<file path="config.mk">
export PLATFORM = sky130hd
export DESIGN_NAME = pw_serial_decoder
export DESIGN_NICKNAME = d
export VERILOG_FILES = /design/src/rtl/pwd_pkg.sv /design/src/rtl/pwd_datapath.sv /design/src/rtl/pwd_control.sv /design/src/rtl/pw_serial_decoder.sv
export SDC_FILE = /design/constraint.sdc
export NUM_CORES = 1
export LEC_CHECK = 0
export BUFFER_PORTS_ARGS = -buffer_cell sky130_fd_sc_hd__buf_2
export CORE_MARGIN = 5
export CORE_UTILIZATION = 58
export CTS_CLUSTER_DIAMETER = 120
export DETAILED_ROUTE_END_ITERATION = 16
export HOLD_SLACK_MARGIN = 0.12
export PLACE_DENSITY = 0.76
export SYNTH_ARGS = -nofsm -noshare
export SYNTH_HDL_FRONTEND = slang
export SYNTH_HIERARCHICAL = 1
export SYNTH_SLANG_ARGS = --single-unit
</file>
<file path="constraint.sdc">
create_clock -name clk -period 2.1 [get_ports clk]
set_input_delay 0.42 -clock clk [delete_from_list [all_inputs] [get_ports clk]]
set_output_delay 0.42 -clock clk [all_outputs]
set_load 0.02 [all_outputs]
</file>
<file path="src/rtl/pwd_pkg.sv">
package pwd_pkg;

  // Strobes produced by the datapath and consumed by the flag control.
  typedef struct packed {
    logic sampleStrobe; // sampling timer expires in this cycle
    logic sampleLevel;  // synchronized input level at the sampling instant
    logic idleExpire;   // idle timer expires in this cycle
  } pwdEvents_t;

endpackage

</file>
<file path="src/rtl/pwd_datapath.sv">
module pwd_datapath
  import pwd_pkg::*;
#(
  parameter int FILT_CYC    = 4,
  parameter int SAMPLE_CYC  = 20,
  parameter int IDLE_CYC    = 200,
  parameter int SYNC_STAGES = 2
) (
  input  logic       clk,
  input  logic       rst,
  input  logic       rxIn,
  output pwdEvents_t events
);

  localparam int FW = $clog2(FILT_CYC + 1);
  localparam int SW = $clog2(SAMPLE_CYC + 1);
  localparam int IW = $clog2(IDLE_CYC + 1);

  logic [SYNC_STAGES-1:0] syncQ;
  logic                   rxSync;
  logic [FW-1:0]          highCnt;
  logic [SW-1:0]          sampleCnt;
  logic [IW-1:0]          idleCnt;
  logic                   accept;

  // Input synchronizer chain.
  generate
    if (SYNC_STAGES == 2) begin : g_sync2
      always_ff @(posedge clk) begin
        if (rst) syncQ <= '0;
        else     syncQ <= {syncQ[0], rxIn};
      end
    end else begin : g_syncN
      always_ff @(posedge clk) begin
        if (rst) syncQ <= '0;
        else     syncQ <= {syncQ[SYNC_STAGES-2:0], rxIn};
      end
    end
  endgenerate

  assign rxSync = syncQ[SYNC_STAGES-1];

  // Glitch filter: count consecutive high cycles, saturating at the limit.
  always_ff @(posedge clk) begin
    if (rst)                          highCnt <= '0;
    else if (!rxSync)                 highCnt <= '0;
    else if (highCnt != FW'(FILT_CYC)) highCnt <= highCnt + 1'b1;
  end

  // A pulse is accepted once per high run, and only while no sample is pending.
  assign accept = rxSync && (highCnt == FW'(FILT_CYC - 1)) && (sampleCnt == '0);

  // One-shot sampling timer.
  always_ff @(posedge clk) begin
    if (rst)                  sampleCnt <= '0;
    else if (accept)          sampleCnt <= SW'(SAMPLE_CYC);
    else if (sampleCnt != '0) sampleCnt <= sampleCnt - 1'b1;
  end

  // Retriggerable idle timer.
  always_ff @(posedge clk) begin
    if (rst)                idleCnt <= '0;
    else if (accept)        idleCnt <= IW'(IDLE_CYC);
    else if (idleCnt != '0) idleCnt <= idleCnt - 1'b1;
  end

  assign events.sampleStrobe = (sampleCnt == SW'(1));
  assign events.sampleLevel  = rxSync;
  assign events.idleExpire   = (idleCnt == IW'(1));

  // acceptance needs the synchronized input high on consecutive cycles.
  assert_glitch_reject_R6: assert property (@(posedge clk) disable iff (rst)
    accept |-> (rxSync && $past(rxSync)));

  // a running sampling timer is never restarted or interrupted.
  assert_sample_no_retrigger_R7: assert property (@(posedge clk) disable iff (rst)
    (sampleCnt > SW'(1)) |=> (sampleCnt == $past(sampleCnt) - SW'(1)));

endmodule

</file>
<file path="src/rtl/pwd_control.sv">
module pwd_control
  import pwd_pkg::*;
(
  input  logic       clk,
  input  logic       rst,
  input  pwdEvents_t events,
  output logic       serData,
  output logic       rxActive
);

  logic dataFf;
  logic envFf;
  logic shortSeen;

  always_ff @(posedge clk) begin
    if (rst || events.idleExpire) begin
      dataFf    <= 1'b0;
      envFf     <= 1'b0;
      shortSeen <= 1'b0;
    end else if (events.sampleStrobe) begin
      if (events.sampleLevel) begin
        dataFf    <= 1'b1;
        envFf     <= 1'b1;
        shortSeen <= 1'b0;
      end else begin
        dataFf <= 1'b0;
        if (shortSeen) begin
          envFf     <= 1'b0;
          shortSeen <= 1'b0;
        end else begin
          shortSeen <= 1'b1;
        end
      end
    end
  end

  assign serData  = dataFf;
  assign rxActive = dataFf | envFf;

  // flags only move on a decode or timeout event.
  assert_flags_stable_R9: assert property (@(posedge clk) disable iff (rst)
    !$past(events.sampleStrobe || events.idleExpire) |-> ($stable(dataFf) && $stable(envFf)));

  // a rising data output always follows a long sample.
  assert_data_rise_R2: assert property (@(posedge clk) disable iff (rst)
    $rose(serData) |-> $past(events.sampleStrobe && events.sampleLevel));

  // the envelope only ends after a short sample or an idle expiry.
  assert_env_end_R5: assert property (@(posedge clk) disable iff (rst)
    $fell(rxActive) |-> $past(events.idleExpire || (events.sampleStrobe && !events.sampleLevel)));

  // an idle expiry leaves both outputs low.
  assert_idle_clear_R8: assert property (@(posedge clk) disable iff (rst)
    events.idleExpire |=> (!rxActive && !serData));

endmodule

</file>
<file path="src/rtl/pw_serial_decoder.sv">
module pw_serial_decoder
  import pwd_pkg::*;
#(
  parameter int FILT_CYC    = 4,
  parameter int SAMPLE_CYC  = 20,
  parameter int IDLE_CYC    = 200,
  parameter int SYNC_STAGES = 2
) (
  input  logic clk,
  input  logic rst,
  input  logic rxIn,
  output logic serData,
  output logic rxActive
);

  pwdEvents_t events;

  pwd_datapath #(
    .FILT_CYC   (FILT_CYC),
    .SAMPLE_CYC (SAMPLE_CYC),
    .IDLE_CYC   (IDLE_CYC),
    .SYNC_STAGES(SYNC_STAGES)
  ) i_datapath (
    .clk   (clk),
    .rst   (rst),
    .rxIn  (rxIn),
    .events(events)
  );

  pwd_control i_control (
    .clk     (clk),
    .rst     (rst),
    .events  (events),
    .serData (serData),
    .rxActive(rxActive)
  );

  // the envelope output always covers the data output.
  assert_env_covers_data_R9: assert property (@(posedge clk) disable iff (rst)
    serData |-> rxActive);

endmodule

</file>
==> impl_metrics.csv <==
group,metric,value,unit
outcome,run_status,"finished, final reports clean",
drt,via_per_inst,5.66,
clock_network,clkTransAtPathRegs,0.11,ns
critical_path,crit_buf_inv,1,
pwr,finalPower,1.66,mW
worst_hold_path,holdCritPathClass,"in -> reg",
floorplanning,io_pins,5,
clock_network,htreeDepth,1,
clock_network,cts_tree,"yes",
drt,routedWlPerCell,13.0,microns
flow_run,maxCapViolations,0,
global_route,grt_usage,17.2,%
pwr,leakagePower,0.444,nW
synthesis,ys_types,33,
critical_path,cp_top_family,"simple AND/OR/NAND/NOR gates",
final_layout,drive_above_1_share,12.1,%
global_route,grt_first_pass_wirelength,3.48,mm
drt,drtIter0Drc,24,
sta,hold_slack,0.325,ns
critical_path,cp_max_fo,7,
global_route,antenna_found_initial,0,
final_layout,nNetsFinal,137,
placed_design,gp_congestion,0.851,
clock_network,postCtsHoldBufs,0,
synthesis,synth_area,0.00105,sq mm
sta,post-route-period-util,92.0,%
floorplanning,dieWidth,52.5,microns
synthesis,synth_fp_nets,127,
final_layout,mostFrequentLayoutCell,"dfxtp_1",
floorplanning,coreArea,0.00173,sq mm
clock_network,root_buffer,"clkbuf_4",
sta,rsz0062_at_grt,"no",
floorplanning,die_area,0.00276,sq mm
synthesis,avgSynthCellArea,9.12,sq um
drt,postRouteAntennaNets,0,
sta,setup_viol,0,
sta,finalCriticalPeriod,1.93,ns
floorplanning,die_h,52.5,microns
pwr,vdd_drop_max,0.000874,V
clock_network,clk_latency,0.30,ns
clock_network,clockBufferDepth,2,
critical_path,max_stage_delay,0.54,ns
final_layout,final_cell_mix,"dfxtp_1, inv_1, nand2_1, ha_1, nor3_1",
synthesis,ys_ff_latch,21,
critical_path,cpMaxStageDelayCell,"or4b_1",
floorplanning,start_util,60.7,%
synthesis,ys_warn_count,6,
global_route,grt_pass1_vias,827,
drt,via_count,844,
synthesis,synthFlopType,"dfxtp_1",
synthesis,netlist_instances,115,
drt,routed_wl,1.93,mm
critical_path,crit_arrival,2.11,ns
sta,fin_skew,0.00198,ns
critical_path,critPathRequiredTime,2.28,ns
sta,tightest_slew,0.666,ns
sta,drv_slew,0,
placed_design,port_buffers,4,
synthesis,synth_edf_count,0,
clock_network,cts_made_buffers,3,
synthesis,seq_area_frac_synth,40.1,%
pwr,cellPowerDensity,1470,mW/mm^2
clock_network,cts_sinks,21,
global_route,grt_overflow,0,
drt,drc,0,
critical_path,cp-end-kind,"register",
sta,slew-limit-headroom,55.0,%
synthesis,ys_async_sr_fraction,0,%
critical_path,cp-start-kind,"register",
sta,fmax,518,MHz
final_layout,nFillCells,165,
critical_path,crit_chain,"inv_1 > ha_1 > or4b_1 > o21ai_1 > nor3_1",
critical_path,crit_type,"reg -> reg",
placed_design,hpwl,1.46,mm
final_layout,syn2layout_area_growth,8.11,%
global_route,grt_max_degree,12,
sta,report.final.hold_viol_count,0,
sta,tns,0,ns
final_layout,antenna_cells,0,
drt,firstDrtPassIters,4,
floorplanning,row_count,15,
clock_network,cts_resized,0,
clock_network,cts_setup_buffers,0,
stage by stage:
stage                     utilization (%)  cells  setup slack (ns)  area (sq um)
after floorplan                         -    115             0.456          1050
after global routing                 65.7    149            0.0474          1130
after global placement               64.1    145             0.347          1110
after detailed placement             64.1    145             0.196          1110
after CTS                            65.7    149             0.160          1130
final                                65.7    149             0.169          1130
power by group:
group	total (mW)	internal [mW]	switching [mW]	leakage, nW
logic	0.799	0.391	0.407	0.257
registers	0.673	0.520	0.153	0.173
clock network	0.193	0.0741	0.119	0.0150
cells by family (layout without fill, tap and decap cells):
kind of cell | after synthesis | in the layout | share of synthesized area (%)
multiplexers | 1 | 1 | 0.955
AND/OR/NAND/NOR | 48 | 48 | 26.9
buffers and inverters | 11 | 20 | 4.30
adder cells (fa/ha/maj) | 9 | 9 | 10.7
AO/OA/AOI/OAI | 21 | 21 | 13.7
XOR/XNOR | 4 | 4 | 3.34
flip-flops | 21 | 21 | 40.1
layer usage:
metal	vias up	track usage [%]	share of wire, %	routed length [microns]
met3	4	2.85	2.7	53
met5	-	0	0	0
met2	14	27.9	47	915
li1	433	-	-	-
met1	393	22.0	48	937
met4	0	8.09	1.4	27
state kept, by name, indices dropped and copies added, names as in the netlist:
signal and cells:
i_datapath/highCnt 3, i_control/envFf 1, i_datapath/idleCnt 8, i_control/shortSeen 1
i_control/serData 1, i_datapath/syncQ 2, i_datapath/sampleCnt 5
layout make-up:
| type | count | area [sq um] | share of cell area [%] |
|---|---|---|---|
| tap | 25 | 31.3 | 2.76 |
| sequential | 21 | 420 | 37.1 |
| clock buffer | 4 | 26.3 | 2.32 |
| inverter | 10 | 37.5 | 3.31 |
| timing repair buffer | 6 | 35.0 | 3.09 |
| multi-input combinational | 83 | 583 | 51.4 |
path summary, 6_finish.rpt:
path	slack, ns	endpoint	startpoint	depth (start not counted)
worst max-delay path	0.17	i_datapath/sampleCnt[0]	i_datapath/sampleCnt[0]	5
worst min-delay path	0.33	i_datapath/syncQ[0]	rxIn	2
worst min register to register	0.45	i_datapath/syncQ[1]	i_datapath/syncQ[0]	1
worst max register to register	0.17	i_datapath/sampleCnt[0]	i_datapath/sampleCnt[0]	5
worst reg2reg max path: cells and delay by family, from the launching register on:
kind,cells,cell delay (ns)
AOI/OAI and AO/OA,1,0.49
adders and majority gates,1,0.19
buffers and inverters,1,0.11
DFF,1,0.35
and+or+nand+nor,2,0.68
cells in the mapped netlist, types with 2 or more instances:
library cell | instances | share of area, %
or3_1 | 2 | 1.2
a211oi_1 | 5 | 3.6
nor3_1 | 8 | 3.8
nor2_1 | 6 | 2.1
ha_1 | 9 | 11
xnor2_1 | 4 | 3.3
nor2b_1 | 3 | 1.8
nand3_1 | 2 | 0.95
dfxtp_1 | 21 | 40
nand2b_1 | 2 | 1.2
o21ai_0 | 2 | 0.95
nand2_1 | 9 | 3.2
nor3b_1 | 3 | 2.1
nor4b_1 | 3 | 2.5
a31oi_1 | 4 | 2.4
a21oi_1 | 4 | 1.9
or4_1 | 3 | 2.1
inv_1 | 10 | 3.6
Power figures use the tool's default switching activity.
